**src/rtl/addr_route_pkg.sv**
```systemverilog
package addr_route_pkg;
   localparam int TGT_N    = 4;
   localparam int TGT_DRAM = 0;
   localparam int TGT_PCI  = 1;
   localparam int TGT_GREG = 2;
   localparam int TGT_GMEM = 3;
   typedef logic [TGT_N-1:0] tgt_t;

   // decode windows, lowest index wins
   localparam int WIN_GREG = 0;
   localparam int WIN_SMR  = 1;
   localparam int WIN_GBUF = 2;
   localparam int WIN_ISA  = 3;
   localparam int WIN_DRAM = 4;
   localparam int WIN_HIGH = 5;
   localparam int WIN_N    = 6;
endpackage

```
**src/rtl/arr_window_bank.sv**
```systemverilog
module arr_window_bank #(
   parameter int N = 6,
   parameter int W = 14
) (
   input  logic [W-1:0]        blk,
   input  logic [N-1:0]        en,
   input  logic [N-1:0][W-1:0] lo,
   input  logic [N-1:0][W-1:0] hi,
   output logic [N-1:0]        hit
);
   for (genvar i = 0; i < N; i++) begin : g_win
      logic ge_lo, lt_hi;
      assign ge_lo  = (blk >= lo[i]);
      assign lt_hi  = (blk <  hi[i]);
      assign hit[i] = en[i] & ge_lo & lt_hi;
   end
endmodule

```
**src/rtl/arr_first_hit.sv**
```systemverilog
module arr_first_hit #(
   parameter int N = 6
) (
   input  logic [N-1:0] hit,
   output logic [N-1:0] first
);
   logic [N:0] seen;
   assign seen[0] = 1'b0;
   for (genvar i = 0; i < N; i++) begin : g_pri
      assign first[i]  = hit[i] & ~seen[i];
      assign seen[i+1] = seen[i] | hit[i];
   end
endmodule

```
**src/rtl/arr_cfg_check.sv**
```systemverilog
module arr_cfg_check #(
   parameter int W           = 14,
   parameter int APIC_LO_BLK = 'h1FD8,
   parameter int APIC_HI_BLK = 'h1FDA,
   parameter int BIOS_LO_BLK = 'h1FFC,
   parameter int BIOS_HI_BLK = 'h2000
) (
   input  logic [W-1:0] greg_blk,
   input  logic         gbuf_en,
   input  logic [W-1:0] gbuf_lo,
   input  logic [W-1:0] gbuf_hi,
   output logic         bad
);
   localparam int NRES = 2;
   localparam logic [NRES-1:0][W-1:0] RES_LO = {W'(BIOS_LO_BLK), W'(APIC_LO_BLK)};
   localparam logic [NRES-1:0][W-1:0] RES_HI = {W'(BIOS_HI_BLK), W'(APIC_HI_BLK)};

   logic [NRES-1:0] greg_in, gbuf_ovl;
   for (genvar r = 0; r < NRES; r++) begin : g_res
      assign greg_in[r]  = (greg_blk >= RES_LO[r]) && (greg_blk < RES_HI[r]);
      assign gbuf_ovl[r] = gbuf_en && (gbuf_lo < RES_HI[r]) && (RES_LO[r] < gbuf_hi);
   end
   assign bad = (|greg_in) | (|gbuf_ovl);
endmodule

```
**src/rtl/sys_addr_router.sv**
```systemverilog
module sys_addr_router
   import addr_route_pkg::*;
#(
   parameter int ADDR_W      = 32,
   parameter int BLK_LG      = 19,
   parameter int APIC_LO_BLK = 'h1FD8,
   parameter int APIC_HI_BLK = 'h1FDA,
   parameter int BIOS_LO_BLK = 'h1FFC,
   parameter int BIOS_HI_BLK = 'h2000,
   localparam int BLK_W      = ADDR_W - BLK_LG,
   localparam int BW         = BLK_W + 1
) (
   input  logic              clk,
   input  logic              rst_n,
   input  logic              req_valid,
   input  logic [ADDR_W-1:0] req_addr,
   input  logic              req_smm,
   input  logic [BLK_W:0]    cfg_tom,
   input  logic              cfg_isa_hole_en,
   input  logic              cfg_smr_en,
   input  logic              cfg_smr_1m,
   input  logic              cfg_gbuf_en,
   input  logic              cfg_gbuf_1m,
   input  logic [BLK_W-1:0]  cfg_greg_base,
   output logic              rsp_valid,
   output logic [TGT_N-1:0]  rsp_target,
   output logic              cfg_err
);
   localparam int LOW_BLK    = (1 << 20) >> BLK_LG;
   localparam int ISA_LO_BLK = (15 << 20) >> BLK_LG;
   localparam int ISA_HI_BLK = (16 << 20) >> BLK_LG;
   localparam int SPACE_BLK  = 1 << BLK_W;

   initial begin
      assert (BLK_LG == 19) else $error("window granule must be 512 KB");
      assert (ADDR_W > 24 && ADDR_W <= 32) else $error("address width out of range");
      assert (APIC_LO_BLK < APIC_HI_BLK && BIOS_LO_BLK < BIOS_HI_BLK)
         else $error("reserved ranges malformed");
   end

   // block index of the request
   logic [BW-1:0] req_blk;
   assign req_blk = {1'b0, req_addr[ADDR_W-1:BLK_LG]};

   // carve-out bounds
   logic [BW-1:0] smr_sz, gbuf_sz, smr_lo, gbuf_hi, gbuf_lo, greg_lo, greg_hi;
   always_comb begin
      smr_sz  = cfg_smr_1m  ? BW'(2) : BW'(1);
      gbuf_sz = cfg_gbuf_1m ? BW'(2) : BW'(1);
      smr_lo  = cfg_tom - smr_sz;
      gbuf_hi = cfg_smr_en ? smr_lo : cfg_tom;
      gbuf_lo = gbuf_hi - gbuf_sz;
      greg_lo = {1'b0, cfg_greg_base};
      greg_hi = greg_lo + BW'(1);
   end

   // window table
   logic [WIN_N-1:0]         win_en;
   logic [WIN_N-1:0][BW-1:0] win_lo, win_hi;
   always_comb begin
      win_en           = '1;
      win_en[WIN_SMR]  = cfg_smr_en;
      win_en[WIN_GBUF] = cfg_gbuf_en;
      win_en[WIN_ISA]  = cfg_isa_hole_en;
      win_lo[WIN_GREG] = greg_lo;            win_hi[WIN_GREG] = greg_hi;
      win_lo[WIN_SMR]  = smr_lo;             win_hi[WIN_SMR]  = cfg_tom;
      win_lo[WIN_GBUF] = gbuf_lo;            win_hi[WIN_GBUF] = gbuf_hi;
      win_lo[WIN_ISA]  = BW'(ISA_LO_BLK);    win_hi[WIN_ISA]  = BW'(ISA_HI_BLK);
      win_lo[WIN_DRAM] = BW'(LOW_BLK);       win_hi[WIN_DRAM] = cfg_tom;
      win_lo[WIN_HIGH] = BW'(LOW_BLK);       win_hi[WIN_HIGH] = BW'(SPACE_BLK);
   end

   logic [WIN_N-1:0] hit, first;
   logic             above_low;
   assign above_low = (req_blk >= BW'(LOW_BLK));

   arr_window_bank #(.N(WIN_N), .W(BW)) u_bank (
      .blk (req_blk),
      .en  (win_en & {WIN_N{above_low}}),
      .lo  (win_lo),
      .hi  (win_hi),
      .hit (hit)
   );

   arr_first_hit #(.N(WIN_N)) u_pri (
      .hit   (hit),
      .first (first)
   );

   // window to target mapping
   tgt_t tgt_d;
   always_comb begin
      tgt_d = '0;
      tgt_d[TGT_GREG] = first[WIN_GREG];
      tgt_d[TGT_GMEM] = first[WIN_GBUF];
      tgt_d[TGT_DRAM] = first[WIN_DRAM] | (first[WIN_SMR] & req_smm);
      tgt_d[TGT_PCI]  = first[WIN_HIGH] | first[WIN_ISA] | (first[WIN_SMR] & ~req_smm);
   end

   logic err_d;
   arr_cfg_check #(
      .W(BW), .APIC_LO_BLK(APIC_LO_BLK), .APIC_HI_BLK(APIC_HI_BLK),
      .BIOS_LO_BLK(BIOS_LO_BLK), .BIOS_HI_BLK(BIOS_HI_BLK)
   ) u_chk_cfg (
      .greg_blk (greg_lo),
      .gbuf_en  (cfg_gbuf_en),
      .gbuf_lo  (gbuf_lo),
      .gbuf_hi  (gbuf_hi),
      .bad      (err_d)
   );

   always_ff @(posedge clk or negedge rst_n) begin
      if (!rst_n) begin
         rsp_valid  <= 1'b0;
         rsp_target <= '0;
         cfg_err    <= 1'b0;
      end else begin
         rsp_valid  <= req_valid;
         rsp_target <= req_valid ? tgt_d : '0;
         cfg_err    <= err_d;
      end
   end
endmodule

```
**config.mk**
```make
export PLATFORM = sky130hd
export DESIGN_NAME = sys_addr_router
export DESIGN_NICKNAME = d
export VERILOG_FILES = /design/src/rtl/addr_route_pkg.sv /design/src/rtl/arr_window_bank.sv /design/src/rtl/arr_first_hit.sv /design/src/rtl/arr_cfg_check.sv /design/src/rtl/sys_addr_router.sv
export SDC_FILE = /design/constraint.sdc
export NUM_CORES = 1
export LEC_CHECK = 0
export ABC_AREA = 1
export BUFFER_PORTS_ARGS = -buffer_cell sky130_fd_sc_hd__buf_2
export CAP_MARGIN = 20
export CORE_MARGIN = 8
export CORE_UTILIZATION = 53
export CTS_BUF_LIST = sky130_fd_sc_hd__clkbuf_4
export CTS_CLUSTER_DIAMETER = 200
export DETAILED_ROUTE_END_ITERATION = 16
export PLACE_DENSITY = 0.8
export SKIP_CTS_REPAIR_TIMING = 1
export SLEW_MARGIN = 25
export SYNTH_ARGS = -nofsm -noshare
export SYNTH_HDL_FRONTEND = slang
export SYNTH_SLANG_ARGS = --single-unit
```
**constraint.sdc**
```tcl
create_clock -name clk -period 0.8 [get_ports clk]
set_input_delay 0.08 -clock clk [delete_from_list [all_inputs] [get_ports clk]]
set_output_delay 0.08 -clock clk [all_outputs]
set_load 0.02 [all_outputs]
```
* Word-level counts from Yosys, hierarchy flattened
Cells that the tools add are included.
Operators by class: add/subtract/negate cells 3, magnitude comparators 18, multiplexer cells 4, bitwise logic cells 34, reduce and logical (&&, ||, !) cells 8
Operator list (number):
- 13-bit by 14-bit less-than comparator with 1-bit output | 3
- 13-bit by 14-bit >= comparator with 1-bit output | 2
- 13-bit by 14-bit less-than comparator with 1-bit output, first input constant | 2
- 13-bit by 14-bit less-than comparator with 1-bit output, second input constant | 2
- 14-bit by 2-bit subtractor with 14-bit output | 2
- 13-bit >= comparator, second input constant | 2
- 1-bit bitwise AND | 19
- 13-bit by 1-bit adder with 14-bit output, second input constant | 1
- 14-bit by 13-bit less-than comparator with 1-bit output, second input constant | 1
- 14-bit less-than comparator, second input constant | 1
- 14-bit two-way mux | 1
- 13-bit >= comparator | 1
- 13-bit by 2-bit >= comparator with 1-bit output, second input constant | 1
- 13-bit by 5-bit >= comparator with 1-bit output, second input constant | 1
- 13-bit less-than comparator, second input constant | 1
- 13-bit by 6-bit less-than comparator with 1-bit output, second input constant | 1
- 1-bit bitwise OR | 8
- 6-bit bitwise AND | 1
- 1-bit logical AND | 6
- 1-bit inverter | 6
- 2-bit two-way mux | 2
- 4-bit two-way mux | 1
- 2-bit OR reduction | 2
Word-level totals: flip-flop bits (word level) 6, input port bits 68, output and inout bits 6, logic and storage cells 70

* Logic depth before layout (Yosys ltp)
Gate-level depths: netlist of run 1.
depth after elaboration 15, depth in mapped cells 30, mapped depth without buffers 30

* Modules after synthesis
From an unflattened synthesis of run 1, not the netlist that was laid out.
Unflattened totals: cell total of the unflattened synthesis 1062, area, all modules 6158.4 um^2
Modules (own cells, without submodules):
- arr_window_bank | times used 1, cells an instance 744, area each 4455.5 um^2, sequential area each 0.0 um^2
- sys_addr_router | times used 1, cells an instance 256, area each 1437.6 um^2, sequential area each 150.1 um^2
- arr_cfg_check | times used 1, cells an instance 48, area each 198.9 um^2, sequential area each 0.0 um^2
- arr_first_hit | times used 1, cells an instance 14, area each 66.3 um^2, sequential area each 0.0 um^2

* Worst setup path after synthesis of run 1
Ideal clock, no wire load.
path kind in2reg, start input cfg_tom[0], end register rsp_target[0], setup time 77 ps, arrival 3267 ps, required time 723 ps, slack -2544 ps, stages on the path 29, path buffers 0, cells stage by stage inv_1 > ha_1 > fa_1 > or2_2 > nand2_1 > ha_1 > inv_1 > o21bai_1 > nor2_8 > nand2_2 > nor2_4 > nand2_2 > nor2_1 > nand2_1 > nand2_1 > ha_1 > a21oi_1 > nor2_1 > a211oi_1 > nand2_1 > nand2_1 > nand2_1 > nand2_1 > nand2_1 > nand2_1 > nor2_2 > nand2_2 > nand4_1 > a21oi_1
Between the ends: cells in the longest elaborated chain, start to end 12, elaborated cells on any way between the ends 21, classes of those cells add/sub: 2; order compare: 4; mux: 2; bitwise: 13
RTL lines:
- start: declaration | line sys_addr_router.sv:18 | input logic [BLK_W:0] cfg_tom,
- 14-bit by 2-bit subtractor with 14-bit output | line sys_addr_router.sv:50 | smr_lo = cfg_tom - smr_sz;
- 14-bit two-way mux | line sys_addr_router.sv:51 | gbuf_hi = cfg_smr_en ? smr_lo : cfg_tom;
- 14-bit by 2-bit subtractor with 14-bit output | line sys_addr_router.sv:52 | gbuf_lo = gbuf_hi - gbuf_sz;
- 13-bit by 14-bit >= comparator with 1-bit output | line arr_window_bank.sv:13 | assign ge_lo = (blk >= lo[i]);
- 1-bit bitwise AND (2 in a row) | line arr_window_bank.sv:15 | assign hit[i] = en[i] & ge_lo & lt_hi;
- 1-bit bitwise OR (2 in a row) | line arr_first_hit.sv:11 | assign seen[i+1] = seen[i] | hit[i];
- 1-bit inverter | line arr_first_hit.sv:10 | assign first[i] = hit[i] & ~seen[i];
- 1-bit bitwise AND | line arr_first_hit.sv:10
- 1-bit bitwise OR * | line sys_addr_router.sv:96 | tgt_d[TGT_DRAM] = first[WIN_DRAM] | (first[WIN_SMR] & req_smm);
- 4-bit two-way mux * | line sys_addr_router.sv:119 | rsp_target <= req_valid ? tgt_d : '0;
- end signal: assignment | line sys_addr_router.sv:119
- end: declaration | line sys_addr_router.sv:26 | output logic [TGT_N-1:0] rsp_target,
Mark *: on every way between the ends. The rest lies on a longest branch, timed or not.

* Worst setup path after layout of run 1
Same ends and word-level chain as after synthesis.

==> results.md, run 1 <==
- Status: finished, violations left
- Violated checks: setup timing
- Design Area, Final: 5610 sq um
- Setup crit start kind: input pin
- LEAKAGE: approximately 0.0031 uW
- GRT Total Usage: 0.272
- CTS Root Buffer Type: clkbuf_4
- Detailed Place HPWL: ~12 mm
- DRT Wirelength: 14.4 mm
- Setup CP Type: input pin to flop
- Cell Count, Final, Fillers Out: 922
- DP Area: 5350 sq um
- Kind of cell adding the most delay to the critical path: simple AND/OR/NAND/NOR gates
- Mapped Avg Cell Area: 6.08 sq um
- Die Wd: 100 um
- Crit Path Max Fanout: 4
- Post-synthesis sequential area ratio: 0.0399
- Most common cell after layout, fill and taps aside: nand2_1
- Synthesized cell area: roughly 3800 sq um
- Routability-driven placement congestion ratio: 0.996
- Vias in the first global route: 5,113
- Worst-margin pin slew: ~0.77 ns
- Fin. Hold Viols: 0
- Share of cells above drive strength 1: 0.363
- Worst Hold Class: input pin to flop
- First-pass detailed-route iteration total: 6
- Most used cell along the critical path: nand2_1
- Pin count of the biggest net entering global routing: 20
- Multi-input logic area: approximately 3500 sq um
- Fin crit share: 4.17
- Met3 WL: 934 um
- ANT nets after route: 0
- Initial antenna violation count: 0
- Final setup fails: 11
- Crit. End Element: flop
- P per Cell Area: approximately 740 nW/um^2
- Unrepaired setup endpoints after global routing: yes
- Fin crit period: around 3.3 ns
- Worst Setup Slack, final: -2.54 ns
- Highest Signal Layer: met4
- CTS buffer count: 3
- I/O Buffers: 54
- IO Pins: 74
- DR DRC count: 0
- Register bit total from synthesis: 6
- WL per Instance: between 15 and 20 um
- First-pass GRT wire length: 22.5 mm
- Worst IR drop on VDD: 0.562 mV
- Synth cell types: 45
- Via density: 5.58
- Final layout net count: 976
- Most frequent cells in the layout: nand2_1 (168), buf_4 (152), inv_1 (75)
- Power Total: between 4000 and 5000 uW
- Register area: 150 sq um
- Starting Density: 0.550
- CTS tree: done
- CP max-delay cell: fa_1
- H-tree depth: 1
- Via count: 5,146
- Clk sinks: 6
- Slowest stage delay, CP: 0.47 ns
- Area Overhead vs Synth: 49.3%
- Worst EP arrival: 3.51 ns
- Synth Net Count: 766
- Bufs and invs on worst path: 3
- CORE AREA: 6830 sq um
- Starting DRT DRC Count: ~350
- Wire length on met2: 7.16 mm
- YS warnings: 0
- Metal-1 WL: 5.52 mm
- Overall die height: roughly 100 um
- Inst Count DP: 914
- Required time of the critical path: 0.97 ns
- # rows: 30
- Final hold slack: 0.0999 ns
- GR Overflow Total: 0
- Synth Instances: 618
- # diodes: 0
- Max clock buf depth: 2
- Max-Cap Viols: 0
- Slew HR: 0.480
- Fill cells: 490
- Die Area: 10,000 sq um
- Fmax: 0.300 GHz
- Final slew viol count: 0
- Reg clk slew, reported paths: ~0.040 ns
==> report_power, final <==
part	switching [uW]	internal [uW]
Combinational	1940	1580
Sequential	8.52	323
Clock	113	170
==> synth_stat cells, drive strengths merged <==
cell,count,share of area
dfrtp,6,0.040
fa,2,0.011
o31ai,1,0.0020
nand3,50,0.073
o21ai,17,0.028
and2,2,0.0033
o2111ai,1,0.0023
a211oi,2,0.0040
nor3,11,0.016
or2,1,0.0017
inv,86,0.087
o31a,1,0.0023
o211ai,3,0.0060
nand4,21,0.037
nand2,194,0.22
o21a,1,0.0020
o221ai,1,0.0023
nor4b,1,0.0023
o21bai,2,0.0050
nand3b,1,0.0020
nor2,70,0.090
buf,4,0.0067
xor2,13,0.030
clkinv,1,0.0013
or4,1,0.0020
a21oi,38,0.051
ha,78,0.26
nor4,6,0.010
xnor2,2,0.0047
a21boi,1,0.0020
==> through the flow <==
step                utilization  setup TNS [ns]  setup slack [ns]
floorplan                     -           -9.51             -2.34
global placement          0.783          -11.35             -2.65
detailed placement        0.783          -12.19             -2.85
CTS                       0.787          -11.09             -2.58
global route              0.822          -11.68             -2.78
finish                    0.822          -10.76             -2.54
==> logic make-up after synthesis <==
group | after synthesis | share of synthesized area
AO/OA/AOI/OAI | 68 | 0.106
XOR/XNOR | 15 | 0.0349
adder cells (fa/ha/maj) | 80 | 0.270
buffers and inverters | 91 | 0.0952
flip-flops | 6 | 0.0399
AND/OR/NAND/NOR | 358 | 0.454
==> area by class of cell <==
type,count,share of cell area
Clock buffer,3,0.00401
Inverter,87,0.0638
Multi-Input combinational cell,521,0.615
Sequential cell,6,0.0267
Tap cell,96,0.0214
Timing Repair Buffer,209,0.269
==> sequential cells by signal, summed over array words and instances, names as in the netlist <==
register / flops
rsp_valid: 1
rsp_target: 4
cfg_err: 1
==> layer usage <==
metal,vias up,global-route usage
li1,2471,-
met1,2335,0.296
met2,261,0.512
met3,79,0.0304
met4,0,0.121
met5,-,0
==> worst paths after layout <==
path / endpoint / depth (start not counted) / start
min: rsp_target[3] / 3 / req_valid
max in group asynchronous: rsp_target[1] / 2 / rst_n
min in group asynchronous: cfg_err / 2 / rst_n
max: rsp_target[0] / 30 / cfg_tom[0]
Note: power is estimated with default switching activity, not from simulation.
==> inputs of run 2 (changes only) <==
- REMOVE_ABC_BUFFERS: unset -> 1
==> run 2 against run 1 <==
The flow still finishes with violations (setup timing). Clock power grew 7.4%. First-iteration DRC count rose by 2.3%. Maximum frequency is 6.0% lower. Critical path depth is 1 lower. Die area unchanged. Via count grew 0.84%. Wire length shrank 1.9%. Combinational power barely moved. Non-clock buffer count is 8 higher. Critical path type unchanged. Critical endpoint unchanged.
==> results.md, run 2 (synthesis gave the netlist of run 1 again) <==
- Status: finished, violations left
- Violated checks: setup timing
- Starting DRT DRC Count: 356 (+2.3%)
- DR DRC count: 0 (unchanged)
- First-pass detailed-route iteration total: 5 (-1)
- LEAKAGE: 0.00312 uW (+1.1%)
- Worst Hold Class: input pin to flop
- IO Pins: 74 (unchanged)
- Pin count of the biggest net entering global routing: 20 (unchanged)
- Max-Cap Viols: 0 (unchanged)
- CP max-delay cell: fa_1
- CTS Root Buffer Type: clkbuf_4
- Starting Density: 0.550 (unchanged)
- Setup CP Type: input pin to flop
- Crit Path Max Fanout: 4 (unchanged)
- Routability-driven placement congestion ratio: 0.921 (-7.5%)
- Vias in the first global route: 5,113 (unchanged)
- First-pass GRT wire length: 21.3 mm (-5.0%)
- CP endpoint: rsp_target[0]
- Via count: 5,189 (+0.84%)
- Largest reg by FF count: rsp_target
- Largest regs: rsp_target x4, cfg_err x1, rsp_valid x1
- Die Area: 10,000 sq um (unchanged)
- Worst Hold Depth: 4 (+1)
- Die Wd: 100 um (unchanged)
- Setup crit start kind: input pin
- GR Overflow Total: 0 (unchanged)
- Detailed Place HPWL: 11.1 mm (-7.2%)
- Final Core Density: 0.827 (+0.00549)
- Max reg flops: 4 (unchanged)
- Most frequent cells in the layout: nand2_1 (160), buf_4 (160), inv_1 (77)
- Fin crit period: 3.55 ns (+0.213 ns)
- Slowest stage delay, CP: 0.48 ns (about the same)
- ANT nets after route: 0 (unchanged)
- # diodes: 0 (unchanged)
- Unrepaired setup endpoints after global routing: yes
- Final slew viol count: 0 (unchanged)
- Fin. Hold Viols: 0 (unchanged)
- Share of cells above drive strength 1: 0.371 (+0.00731)
- Area Overhead vs Synth: 50.3%
- # rows: 30 (unchanged)
- Worst Setup Slack, final: -2.75 ns (-0.213 ns)
- P per Cell Area: 732 nW/um^2 (-0.68%)
- WL per Instance: 15.2 um (-2.8%)
- Most used cell along the critical path: nand2_1
- Slew HR: 0.700 (+0.219)
- Reg clk slew, reported paths: 0.05 ns (about the same)
- Final hold slack: 0.144 ns (+0.0437 ns)
- Fill cells: 436 (-11%)
- CTS buffer count: 3 (unchanged)
- Required time of the critical path: 0.98 ns (about the same)
- Initial antenna violation count: 0 (unchanged)
- CP startpoint: cfg_tom[0]
- CTS tree: done
- Fmax: 0.282 GHz (-6.0%)
- DRT Wirelength: 14.1 mm (-1.9%)
- I/O Buffers: 54 (unchanged)
- Max clock buf depth: 2 (unchanged)
- Via density: 5.58 (about the same)
- Fin crit share: 4.44 (+0.266)
- Worst-margin pin slew: 0.447 ns (-0.326 ns)
- Overall die height: 100 um (unchanged)
- Crit. End Element: flop
- GRT Total Usage: 0.253 (-0.0185)
- Final setup fails: 11 (unchanged)
- Clk sinks: 6 (unchanged)
- Final layout net count: 984 (+0.82%)
- CORE AREA: 6830 sq um (unchanged)
- Worst EP arrival: 3.73 ns (+0.22 ns)
- H-tree depth: 1 (unchanged)
- Worst IR drop on VDD: 0.736 mV (+31%)
run 2: cell types whose count changed in the layout (fill, tap and decap cells not counted), sizes merged:
cell / before / now
buf: 207 / 215
run 2: metrics by stage:
step                worst slack [ns]  setup TNS (ns)  instance area, sq um  instances  total power, uW
finish                         -2.75          -11.48                  5650        930             4140
global route                   -2.82          -12.18                  5650        930             4500
global placement               -2.79          -12.01                  5320        922             3290
CTS                            -2.80          -11.95                  5350        925             3780
floorplan                      -2.55          -10.42                  3730        614             2000
detailed placement             -3.05          -12.97                  5320        922             3460
run 2: area by class of cell:
type / count / area, sq um / share of cell area
Multi-Input combinational cell: 521 / 3450 / 0.611
Inverter: 87 / 338 / 0.0598
Sequential cell: 6 / 150 / 0.0266
Clock buffer: 3 / 22.5 / 0.00399
Timing Repair Buffer: 217 / 1570 / 0.277
Tap cell: 96 / 120 / 0.0213
run 2: critical path: cells and delay by family:
family          cells  cell delay [ns]
simple gates       17             1.70
fa+ha+maj           4             1.06
compound gates      5             0.70
buf+inv             3             0.17
run 2: power breakdown:
part           leakage, uW  switching (uW)  internal (uW)
logic              0.00303            1930           1580
registers        0.0000794            9.74            323
clock network    0.0000138             132            171
total              0.00312            2070           2070
run 2: routing by layer:
| layer | track usage | routed length [um] | vias to the layer above |
|---|---|---|---|
| met5 | 0 | 0 | - |
| met4 | 0.102 | 699 | 0 |
| met3 | 0.0256 | 878 | 73 |
| met2 | 0.488 | 7040 | 272 |
| met1 | 0.272 | 5480 | 2359 |
| li1 | - | - | 2485 |
run 2: how the worst min path moves through the flow:
stage                 start             to  slack, ns
CTS                   rst_n  rsp_target[3]      -0.36
finish              req_smm  rsp_target[1]       0.14
detailed placement    rst_n  rsp_target[3]      -0.09
global route        req_smm  rsp_target[1]       0.13
global placement      rst_n  rsp_target[3]       -0.1
floorplan             rst_n        cfg_err      -0.22
==> inputs of run 3 (changes only) <==
- ABC_AREA: 1 -> 0
- CORE_UTILIZATION: 53 -> 52
==> run 3 against run 2 <==
The run still ends with setup timing left. Non-clock buffer count fell by 5. Sequential share of layout area is 0.16 points higher. First-iteration DRC count shrank 11%. Setup slack lost 0.15 ns. Critical path type unchanged. Critical endpoint unchanged. Largest cell class unchanged.
==> results.md, run 3 <==
- Status: finished, violations left
- Violated checks: setup timing
- H-tree depth: 1 (unchanged)
- Mapped Avg Cell Area: 7.83 sq um (+29%)
- Routability-driven placement congestion ratio: 0.931 (+1.1%)
- Fin crit share: 4.62 (+0.188)
- DRT Wirelength: 13.3 mm (-5.9%)
- Detailed Place HPWL: 9.87 mm (-11%)
- Share of cells above drive strength 1: 0.414 (+0.0433)
- Final hold slack: 0.0394 ns (-0.104 ns)
- Top-count cell post-synth: ha_1
- Starting DRT DRC Count: 318 (-11%)
- Area Overhead vs Synth: 52.9%
- CTS Root Buffer Type: clkbuf_4
- Top post-synthesis cells by area: ha_1 (28%), xnor2_1 (8.3%), inv_1 (4.4%), dfrtp_1 (4.3%), a21o_1 (3.2%)
- Worst IR drop on VDD: 0.432 mV (-41%)
- Fin. Hold Viols: 0 (unchanged)
- Worst-margin pin slew: 0.482 ns (+0.0357 ns)
- GR Overflow Total: 0 (unchanged)
- Fill cells: 432 (-0.92%)
- Met3 usage: 0.0306 (+0.00498)
- WL per Instance: 18.2 um (+20%)
- Max-Cap Viols: 0 (unchanged)
- Overall die height: 97.9 um (-2.3%)
- Clk sinks: 6 (unchanged)
- I/O Buffers: 54 (unchanged)
- Worst EP arrival: 3.85 ns (+0.12 ns)
- Pin count of the biggest net entering global routing: 9 (-55%)
- Met2 usage: 0.435 (-0.0535)
- Via count: 4,492 (-13%)
- DR DRC count: 0 (unchanged)
- Most common cell after layout, fill and taps aside: buf_4
- First-pass detailed-route iteration total: 6 (+1)
- Fin crit period: 3.70 ns (+0.150 ns)
- Unrepaired setup endpoints after global routing: yes
- Synth cell types: 80 (+78%)
- LEAKAGE: 0.00266 uW (-15%)
- Synthesized cell area: 3490 sq um (-7.2%)
- Inst Count DP: 717 (-22%)
- Share of the synthesized area in the top cell type: 0.280 (+0.0200)
- CTS tree: done
- Die Area: 9590 sq um (-4.5%)
- EDFF count, synth: 0 (unchanged)
- Synth Instances: 446 (-28%)
- Worst Hold Class: input pin to flop
- Register bit total from synthesis: 6 (unchanged)
- Largest regs: rsp_target x4, cfg_err x1, rsp_valid x1
- IO Pins: 74 (unchanged)
- GRT Total Usage: 0.230 (-0.0236)
- Crit. End Element: flop
- Max clock buf depth: 2 (unchanged)
- Final setup fails: 11 (unchanged)
- Post-synthesis sequential area ratio: 0.0430 (+0.00308)
- Via density: 6.15 (+10%)
- Post-synth top area cell: ha_1
- Required time of the critical path: 0.95 ns (-0.03 ns)
- Final slew viol count: 0 (unchanged)
- Pre-CTS setup slack: -3.41 ns (-0.355 ns)
- Largest reg by FF count: rsp_target
- Fmax: 0.270 GHz (-4.1%)
- Most frequent cells in the layout: buf_4 (151), ha_1 (76), buf_2 (44)
- Worst Setup Slack, final: -2.90 ns (-0.150 ns)
- Busiest grt layer: met2
- P per Cell Area: 686 nW/um^2 (-6.3%)
- Die Wd: 97.9 um (-2.3%)
- First-pass GRT wire length: 18.8 mm (-12%)
- List of most frequent post-synthesis cells: ha_1 (78), inv_1 (41), xnor2_1 (33)
- Final layout net count: 800 (-19%)
- Slew HR: 0.676 (-0.0233)
- Reg clk slew, reported paths: 0.04 ns (about the same)
- Met1 Use GR: 0.258 (-0.0142)
- Crit Path Max Fanout: 3 (-1)
- Initial antenna violation count: 0 (unchanged)
- Main synth FF type: dfrtp_1
- Setup crit start kind: input pin
- Starting Density: 0.525 (-0.0249)
- Synth async-reset ratio: 1.00 (unchanged)
- CP endpoint: rsp_target[0]
- YS warnings: 0 (unchanged)
- # diodes: 0 (unchanged)
- CP startpoint: cfg_smr_1m
- Cell Count, Final, Fillers Out: 730 (-22%)
- Vias in the first global route: 4,297 (-16%)
- # rows: 30 (unchanged)
- CTS buffer count: 3 (unchanged)
- Max reg flops: 4 (unchanged)
- ANT nets after route: 0 (unchanged)
- Setup CP Type: input pin to flop
- CORE AREA: 6640 sq um (-2.7%)
-- run 3: where the power goes --
part | switching, uW | internal, uW
combinational | 1530 | 1530
sequential | 8.65 | 322
clock | 110 | 170
total | 1650 | 2020
-- run 3: worst min-delay path by stage --
stage                        from             to  depth (start not counted)
after floorplan             rst_n        cfg_err                          0
after global placement      rst_n  rsp_target[3]                          1
after detailed placement    rst_n        cfg_err                          1
after CTS                   rst_n  rsp_target[2]                          1
after global routing      req_smm  rsp_target[1]                          2
final                     req_smm  rsp_target[1]                          2
-- run 3: cell type report --
type,instances,area (sq um),area share
multi-input cells,386,3320,0.622
repair buffers,212,1580,0.296
inverters,43,166,0.0312
flip-flops and latches,6,150,0.0281
well taps,80,100,0.0187
clock buffers,3,22.5,0.00422
-- run 3: cells by family after synthesis --
logic type,Yosys count,share of synthesized area
DFF,6,0.0430
AOI/OAI and AO/OA,108,0.229
muxes,3,0.00896
and+or+nand+nor,159,0.273
adders and majority gates,80,0.291
xor gates and xnor gates,36,0.0903
buffers and inverters,54,0.0645
-- run 3: metrics by stage --
stage          utilization  instance area (sq um)  power (uW)  TNS (ns)
2_1_floorplan            -                   3430        1670    -12.44
3_3_place_gp         0.744                   4950        2830    -13.49
3_5_place_dp         0.744                   4950        2990    -14.43
4_1_cts              0.748                   4970        3280    -13.35
5_1_grt              0.804                   5340        3950    -13.39
6_report             0.804                   5340        3660    -12.68
-- run 3: metal layers --
layer,part of all wire,vias to the layer above
li1,-,2087
met1,0.37,2103
met2,0.51,228
met3,0.070,74
met4,0.049,0
met5,0,-
-- run 3: worst max-delay path: stages --
cell and delay, ns:
buf_8 0.08, inv_4 0.03, ha_4 0.15, fa_1 0.48, a21oi_2 0.21, ha_1 0.27, nand2b_1 0.10, and4_1 0.21
nand4_1 0.28, a2111oi_4 0.45, xor2_1 0.25, ha_1 0.30, nand2_2 0.08, nor2_2 0.05, a2111oi_4 0.21, a21oi_2 0.09
and3_1 0.18, o211a_1 0.14, nor4b_2 0.20
